File: config.mk
export PLATFORM = sky130hd
export DESIGN_NAME = vpd_cap_ctrl
export DESIGN_NICKNAME = d
export VERILOG_FILES = /design/src/rtl/vpd_cap_pkg.sv /design/src/rtl/vpd_range_chk.sv /design/src/rtl/vpd_byte_seq.sv /design/src/rtl/vpd_data_lanes.sv /design/src/rtl/vpd_cap_ctrl.sv
export SDC_FILE = /design/constraint.sdc
export NUM_CORES = 1
export LEC_CHECK = 0
export ABC_CLOCK_PERIOD_IN_PS = 2600
export CAP_MARGIN = 20
export CORE_ASPECT_RATIO = 1.75
export CORE_MARGIN = 8
export CORE_UTILIZATION = 42
export DETAILED_ROUTE_END_ITERATION = 10
export GPL_ROUTABILITY_DRIVEN = 0
export PLACE_DENSITY = 0.82
export SKIP_LAST_GASP = 1
export SYNTH_ARGS = -nofsm -noshare
export SYNTH_HDL_FRONTEND = slang
export SYNTH_HIERARCHICAL = 1
export SYNTH_SLANG_ARGS = --single-unit
File: constraint.sdc
create_clock -name clk -period 2.6 [get_ports clk]
set_clock_uncertainty 0.2 [all_clocks]
set_input_delay 0.39 -clock clk [delete_from_list [all_inputs] [get_ports clk]]
set_output_delay 0.39 -clock clk [all_outputs]
set_load 0.02 [all_outputs]
File: src/rtl/vpd_cap_pkg.sv
package vpd_cap_pkg;

   typedef enum logic [1:0] {
      SEQ_IDLE  = 2'd0,
      SEQ_ISSUE = 2'd1,
      SEQ_GAP   = 2'd2,
      SEQ_SKIP  = 2'd3
   } seq_state_e;

endpackage

File: src/rtl/vpd_range_chk.sv
// Decides whether every byte of a multi-byte write lies inside the writable window.
module vpd_range_chk #(
   parameter int ADDR_W    = 8,
   parameter int LANES     = 4,
   parameter int RO_BYTES  = 64,
   parameter int VPD_BYTES = 192
) (
   input  logic [ADDR_W-1:0] start_addr,
   output logic              writable
);
   localparam logic [ADDR_W:0] LO_L = RO_BYTES[ADDR_W:0];
   localparam logic [ADDR_W:0] HI_L = VPD_BYTES[ADDR_W:0];

   if (VPD_BYTES > (1 << ADDR_W)) begin : g_bad_end
      $error("VPD_BYTES exceeds the address space");
   end
   if (RO_BYTES >= VPD_BYTES) begin : g_bad_ro
      $error("RO_BYTES must be below VPD_BYTES");
   end

   logic [LANES-1:0] lane_ok;

   for (genvar i = 0; i < LANES; i++) begin : g_lane
      logic [ADDR_W-1:0] a_i;
      assign a_i        = start_addr + ADDR_W'(i);
      assign lane_ok[i] = ({1'b0, a_i} >= LO_L) && ({1'b0, a_i} < HI_L);
   end

   assign writable = &lane_ok;
endmodule

File: src/rtl/vpd_byte_seq.sv
// Byte sequencer: walks LANES consecutive EEPROM bytes with a req/ack handshake.
module vpd_byte_seq
   import vpd_cap_pkg::*;
#(
   parameter int ADDR_W = 8,
   parameter int BYTE_W = 8,
   parameter int LANES  = 4
) (
   input  logic                         clk,
   input  logic                         rst_n,
   input  logic                         start,
   input  logic                         start_we,
   input  logic                         start_skip,
   input  logic [ADDR_W-1:0]            start_addr,
   input  logic [LANES-1:0][BYTE_W-1:0] wr_lanes,
   input  logic                         ee_ack,
   output logic                         ee_req,
   output logic                         ee_we,
   output logic [ADDR_W-1:0]            ee_addr,
   output logic [BYTE_W-1:0]            ee_wdata,
   output logic [LANES-1:0]             lane_cap,
   output logic                         busy,
   output logic                         done
);
   localparam int IDX_W = (LANES > 1) ? $clog2(LANES) : 1;
   localparam logic [IDX_W-1:0] LAST_IDX = IDX_W'(LANES - 1);

   if (LANES < 2) begin : g_bad_lanes
      $error("LANES must be at least 2");
   end

   seq_state_e        state_q;
   logic [IDX_W-1:0]  idx_q;
   logic [ADDR_W-1:0] base_q;
   logic              we_q;
   logic              acked;
   logic              last_byte;

   assign acked     = (state_q == SEQ_ISSUE) && ee_ack;
   assign last_byte = (idx_q == LAST_IDX);

   always_ff @(posedge clk or negedge rst_n) begin
      if (!rst_n) begin
         state_q <= SEQ_IDLE;
         idx_q   <= '0;
         base_q  <= '0;
         we_q    <= 1'b0;
      end else begin
         unique case (state_q)
            SEQ_IDLE: begin
               if (start) begin
                  idx_q   <= '0;
                  base_q  <= start_addr;
                  we_q    <= start_we;
                  state_q <= start_skip ? SEQ_SKIP : SEQ_ISSUE;
               end
            end
            SEQ_ISSUE: begin
               if (ee_ack) begin
                  if (last_byte) begin
                     state_q <= SEQ_IDLE;
                  end else begin
                     idx_q   <= idx_q + 1'b1;
                     state_q <= SEQ_GAP;
                  end
               end
            end
            SEQ_GAP:  state_q <= SEQ_ISSUE;
            SEQ_SKIP: state_q <= SEQ_IDLE;
            default:  state_q <= SEQ_IDLE;
         endcase
      end
   end

   assign ee_req   = (state_q == SEQ_ISSUE);
   assign ee_we    = we_q;
   assign ee_addr  = base_q + ADDR_W'(idx_q);
   assign ee_wdata = wr_lanes[idx_q];
   assign busy     = (state_q != SEQ_IDLE);
   assign done     = (acked && last_byte) || (state_q == SEQ_SKIP);

   for (genvar i = 0; i < LANES; i++) begin : g_cap
      assign lane_cap[i] = acked && !we_q && (idx_q == IDX_W'(i));
   end
endmodule

File: src/rtl/vpd_data_lanes.sv
// Data register built from byte lanes; each lane loads from config or from the EEPROM.
module vpd_data_lanes #(
   parameter int BYTE_W = 8,
   parameter int LANES  = 4
) (
   input  logic                         clk,
   input  logic                         rst_n,
   input  logic                         cfg_we,
   input  logic [LANES-1:0][BYTE_W-1:0] cfg_wdata,
   input  logic [LANES-1:0]             lane_cap,
   input  logic [BYTE_W-1:0]            cap_byte,
   output logic [LANES-1:0][BYTE_W-1:0] lanes
);
   for (genvar i = 0; i < LANES; i++) begin : g_lane
      always_ff @(posedge clk or negedge rst_n) begin
         if (!rst_n) begin
            lanes[i] <= '0;
         end else if (lane_cap[i]) begin
            lanes[i] <= cap_byte;
         end else if (cfg_we) begin
            lanes[i] <= cfg_wdata[i];
         end
      end
   end
endmodule

File: src/rtl/vpd_cap_ctrl.sv
// VPD capability register with EEPROM transfer control.
module vpd_cap_ctrl #(
   parameter int                ADDR_W    = 8,
   parameter int                BYTE_W    = 8,
   parameter int                DATA_W    = 32,
   parameter int                RO_BYTES  = 64,
   parameter int                VPD_BYTES = 192,
   parameter logic [BYTE_W-1:0] CAP_ID    = 8'h03,
   parameter logic [BYTE_W-1:0] NEXT_PTR  = 8'h00
) (
   input  logic              clk,
   input  logic              rst_n,
   input  logic              vpd_enable,
   input  logic              pri_sel,
   input  logic              pri_wr,
   input  logic [DATA_W-1:0] pri_wdata,
   output logic [DATA_W-1:0] pri_rdata,
   input  logic              sec_sel,
   input  logic              sec_wr,
   input  logic [DATA_W-1:0] sec_wdata,
   output logic [DATA_W-1:0] sec_rdata,
   output logic              ee_req,
   output logic              ee_we,
   output logic [ADDR_W-1:0] ee_addr,
   output logic [BYTE_W-1:0] ee_wdata,
   input  logic              ee_ack,
   input  logic [BYTE_W-1:0] ee_rdata
);
   localparam int LANES    = DATA_W / BYTE_W;
   localparam int NP_LSB   = BYTE_W;
   localparam int ADDR_LSB = 2 * BYTE_W;
   localparam int FLAG_BIT = DATA_W - 1;

   if (DATA_W != 4 * BYTE_W) begin : g_bad_width
      $error("DATA_W must hold exactly four bytes");
   end
   if (ADDR_W != BYTE_W) begin : g_bad_addr
      $error("address field must be one byte wide");
   end

   logic                         flag_q;
   logic [ADDR_W-1:0]            addr_q;
   logic [LANES-1:0][BYTE_W-1:0] lanes;
   logic [LANES-1:0]             lane_cap;
   logic                         busy;
   logic                         done;
   logic                         writable;
   logic                         accept;
   logic                         cap_wr;
   logic                         dat_wr;
   logic                         cmd_we;
   logic [ADDR_W-1:0]            cmd_addr;
   logic [DATA_W-1:0]            cap_word;

   // Primary accesses are taken only when enabled and no transfer is running.
   assign accept   = vpd_enable && pri_wr && !busy;
   assign cap_wr   = accept && !pri_sel;
   assign dat_wr   = accept && pri_sel;
   assign cmd_we   = pri_wdata[FLAG_BIT];
   assign cmd_addr = pri_wdata[ADDR_LSB +: ADDR_W];

   always_ff @(posedge clk or negedge rst_n) begin
      if (!rst_n) begin
         flag_q <= 1'b0;
         addr_q <= '0;
      end else if (cap_wr) begin
         flag_q <= cmd_we;
         addr_q <= cmd_addr;
      end else if (done) begin
         flag_q <= ~flag_q;
      end
   end

   vpd_range_chk #(
      .ADDR_W    (ADDR_W),
      .LANES     (LANES),
      .RO_BYTES  (RO_BYTES),
      .VPD_BYTES (VPD_BYTES)
   ) u_range (
      .start_addr (cmd_addr),
      .writable   (writable)
   );

   vpd_byte_seq #(
      .ADDR_W (ADDR_W),
      .BYTE_W (BYTE_W),
      .LANES  (LANES)
   ) u_seq (
      .clk        (clk),
      .rst_n      (rst_n),
      .start      (cap_wr),
      .start_we   (cmd_we),
      .start_skip (cmd_we && !writable),
      .start_addr (cmd_addr),
      .wr_lanes   (lanes),
      .ee_ack     (ee_ack),
      .ee_req     (ee_req),
      .ee_we      (ee_we),
      .ee_addr    (ee_addr),
      .ee_wdata   (ee_wdata),
      .lane_cap   (lane_cap),
      .busy       (busy),
      .done       (done)
   );

   vpd_data_lanes #(
      .BYTE_W (BYTE_W),
      .LANES  (LANES)
   ) u_data (
      .clk       (clk),
      .rst_n     (rst_n),
      .cfg_we    (dat_wr),
      .cfg_wdata (pri_wdata),
      .lane_cap  (lane_cap),
      .cap_byte  (ee_rdata),
      .lanes     (lanes)
   );

   always_comb begin
      cap_word                          = '0;
      cap_word[BYTE_W-1:0]              = CAP_ID;
      cap_word[NP_LSB +: BYTE_W]        = NEXT_PTR;
      cap_word[ADDR_LSB +: ADDR_W]      = addr_q;
      cap_word[FLAG_BIT]                = flag_q;
   end

   assign pri_rdata = !vpd_enable ? '0 : (pri_sel ? DATA_W'(lanes) : cap_word);

   // The secondary port has no path into VPD state.
   logic unused_sec;
   assign unused_sec = ^{sec_sel, sec_wr, sec_wdata};
   assign sec_rdata  = '0;
endmodule

==> reports/results.tsv <==
stage	metric	value	unit
power_and_ir_drop	Switching Share	0.393	
finish	Layout area overhead	31.7	%
synth	synthesized area	3470	µm²
placement	Setup WS pre-CTS	0.0150	ns
grt	initial antenna violation count	0	
worst_setup_path	Worst Path Arrival	1.97	ns
sta	Fmax	391	MHz
drt	routed vias/inst	5.06	
sta	final worst slack	0.0420	ns
synth	library cells used by synthesis	37	
sta	# setup viols final	0	
floorplanning	row count	44	
finish	final core utilization	0.560	
synth	YS warnings	6	
worst_hold_path	worst hold path type	in -> async	
clocking	CTS sink cnt	54	
grt	vias in the first global route	2861	
worst_setup_path	Worst R2R Setup Slack	0.44	ns
clocking	TritonCTS clock tree	done	
run_status	status	complete, no violations	
grt	largest net degree at the start of global routing	35	
floorplanning	die width	84.7	µm
power_and_ir_drop	Pint	2.89	mW
drt	total wire length	9120	µm
clocking	CTS clk-pin slew, worst paths	0.07	ns
drt	Detail Route Antenna Nets	0	
drt	Pre-Repair DR Iteration Count	4	
synth	asr flop ratio synth	1.00	
worst_setup_path	Worst Path Required	2.01	ns
sta	final slew viol count	0	
finish	ANT cells	0	
grt	grt total ovfl	0	
power_and_ir_drop	switching pwr	1.87	mW
synth	post-synthesis area per instance	10.7	µm²
sta	worst slew pin tran	0.580	ns
power_and_ir_drop	Combinational Power Share	0.520	
synth	Seq/Total Area, Yosys	0.390	
worst_setup_path	RR Endpoint	u_seq/base_q[0]$_DFFE_PN0P_	
floorplanning	Die Y	136	µm
worst_setup_path	worst-path maximum fanout	22	
power_and_ir_drop	Peak VDD IR	0.559	mV
grt	first-pass GRT wire length	14700	µm
sta	RSZ-0062 raised after global routing	yes	
sta	fin crit share	0.984	
worst_setup_path	critical path type	in -> out	
floorplanning	Core Area	8150	µm²
drt	routed vias	2611	
placement	Port-buffer cells	95	
power_and_ir_drop	Leak	2.05	nW
sta	worst relative slew slack	0.613	
floorplanning	die area	11500	µm²
worst_setup_path	Setup crit end kind	primary output	
power_and_ir_drop	P per Cell Area	1040	nW/µm²
grt	gr usage total	0.162	
placement	Final HPWL DP	7140	µm
power_and_ir_drop	Reg power frac	0.333	
worst_setup_path	Worst R2R Start	u_seq/state_q[1]$_DFFE_PN0P_	
clocking	root buffer selected by CTS	clkbuf_16	
worst_setup_path	CP Launch Type	input pin	
synth	Post-synth EDFFs	0	
drt	residual DRC count	0	
drt	1st-iter DRT viols	104	
drt	per-cell routed wire length	17.7	µm
sta	min Tclk post-route	2.56	ns
clocking	CTS buffer count	5	
floorplanning	Initial Util	0.426	
finish	commonest non-fill, non-tap cells in the layout	clkdlybuf4s50_1, dfrtp_1, mux2i_1	
clocking	CTS max path bufs	2	
synth	Main synth FF type	dfrtp_1	
worst_setup_path	worst reg2reg path depth	5	
clocking	htree depth	2	
finish	# nets final	510	
sta	Final Hold Vio Count	0	
clocking	worst skew pair latency	0.30	ns
finish	fillers	720	
power_and_ir_drop	clock share of power	0.147	
synth	Post-Synthesis Cells	325	
floorplanning	Ports	162	
finish	share of layout cells above drive strength 1	0.134	
job	max-cap viol count	0	
synth	Synth Register Bits	54	
finish	commonest non-fill, non-tap cell in the layout	clkdlybuf4s50_1	
clocking	postcts setup bufs	0	
## logic make-up (layout without fill, tap and decap cells)
family / Yosys count / count (layout) / synth area share
AOI/OAI and AO/OA: 42 / 42 / 0.0657
muxes: 67 / 67 / 0.229
xor gates and xnor gates: 8 / 8 / 0.0202
DFF: 54 / 54 / 0.390
adders and majority gates: 7 / 7 / 0.0274
other: 1 / 32 / 0.00108
buffers and inverters: 58 / 126 / 0.124
and+or+nand+nor: 88 / 88 / 0.143
## sequential cells by signal, indices dropped and copies added, names as in the netlist
| register | count |
|---|---|
| addr_q | 8 |
| flag_q | 1 |
| u_data/lanes | 32 |
| u_seq/base_q | 8 |
| u_seq/ee_we | 1 |
| u_seq/idx_q | 2 |
| u_seq/state_q | 2 |
## how the worst max path moves through the flow
stage                    end  slack (ns)                       start  cells past startpoint
2_1_floorplan     ee_addr[4]        0.28  u_seq/idx_q[1]$_DFFE_PN0P_                      6
3_5_place_dp   pri_rdata[20]        0.02                     pri_sel                      5
5_1_grt           ee_addr[2]      -0.003  u_seq/idx_q[0]$_DFFE_PN0P_                      6
3_3_place_gp   pri_rdata[20]       0.008                     pri_sel                      5
6_report       pri_rdata[11]        0.04                     pri_sel                      5
4_1_cts           ee_addr[6]       -0.03  u_seq/idx_q[0]$_DFFE_PN0P_                      7
## power groups by stage
stage	Clock, mW	Sequential (mW)	Combinational [mW]
detailed placement	0	1.59	2.59
finish	0.698	1.58	2.48
global placement	0	1.56	2.54
floorplan	0	1.50	1.65
global route	0.754	1.65	2.69
CTS	0.715	1.58	2.52
## routing by layer
metal	share of wire	global-route usage	routed length (µm)	up-vias
met5	0	0	0	-
met4	0.026	0.0748	238	0
met3	0.061	0.0418	555	14
met2	0.53	0.289	4790	111
met1	0.39	0.173	3530	1222
li1	-	-	-	1264
## area by class of cell
| type | count | area (µm²) | share of cell area |
|---|---|---|---|
| clock inverters | 2 | 16.3 | 0.00356 |
| inverters | 7 | 26.3 | 0.00575 |
| repair buffers | 111 | 1110 | 0.244 |
| multi-input cells | 244 | 1800 | 0.395 |
| flip-flops and latches | 54 | 1350 | 0.296 |
| well taps | 92 | 115 | 0.0252 |
| clock buffers | 6 | 139 | 0.0304 |
## worst max-delay path: stages
cell and delay (ns):
clkdlybuf4s50_1 0.50, buf_12 0.18, buf_12 0.13, and3_1 0.15, clkdlybuf4s50_1 0.61
## synthesized netlist by cell type (2+ instances only)
library cell | instances | area share
a21boi_0 | 2 | 0.0043
mux4_2 | 8 | 0.052
nor2_1 | 2 | 0.0022
buf_4 | 34 | 0.074
mux2i_1 | 41 | 0.12
buf_6 | 4 | 0.013
buf_2 | 3 | 0.0043
xor2_1 | 2 | 0.0051
nand4_1 | 3 | 0.0054
clkbuf_1 | 5 | 0.0054
xnor2_1 | 6 | 0.015
nor2b_1 | 13 | 0.023
nand3b_1 | 2 | 0.0043
inv_1 | 7 | 0.0076
a21oi_1 | 2 | 0.0029
ha_1 | 6 | 0.022
and3_1 | 22 | 0.040
nand2_1 | 36 | 0.039
buf_12 | 3 | 0.017
dfrtp_1 | 54 | 0.39
clkbuf_2 | 2 | 0.0029
o21ai_0 | 4 | 0.0058
and2_1 | 4 | 0.0072
o21ai_1 | 30 | 0.043
mux2_2 | 18 | 0.058
## through the flow
step	setup TNS [ns]	instance area (µm²)	total power, mW	cells	hold slack, ns
2_1_floorplan	0	3580	3.15	356	-0.106
3_3_place_gp	0	4400	4.10	507	0.0770
3_5_place_dp	0	4400	4.18	507	0.0892
4_1_cts	-0.0340	4560	4.82	516	0.312
5_1_grt	-0.00260	4570	5.09	516	0.325
6_report	0	4570	4.76	516	0.309
## repair_timing
item	in CTS	in global routing
endpoints found under the setup margin	11	15
hold buffers	1	0
gates resized for setup	13	13
pin swaps	0	0
cloned	0	0
hold endpoints to repair	10	0
(Power assumes the default switching activity.)
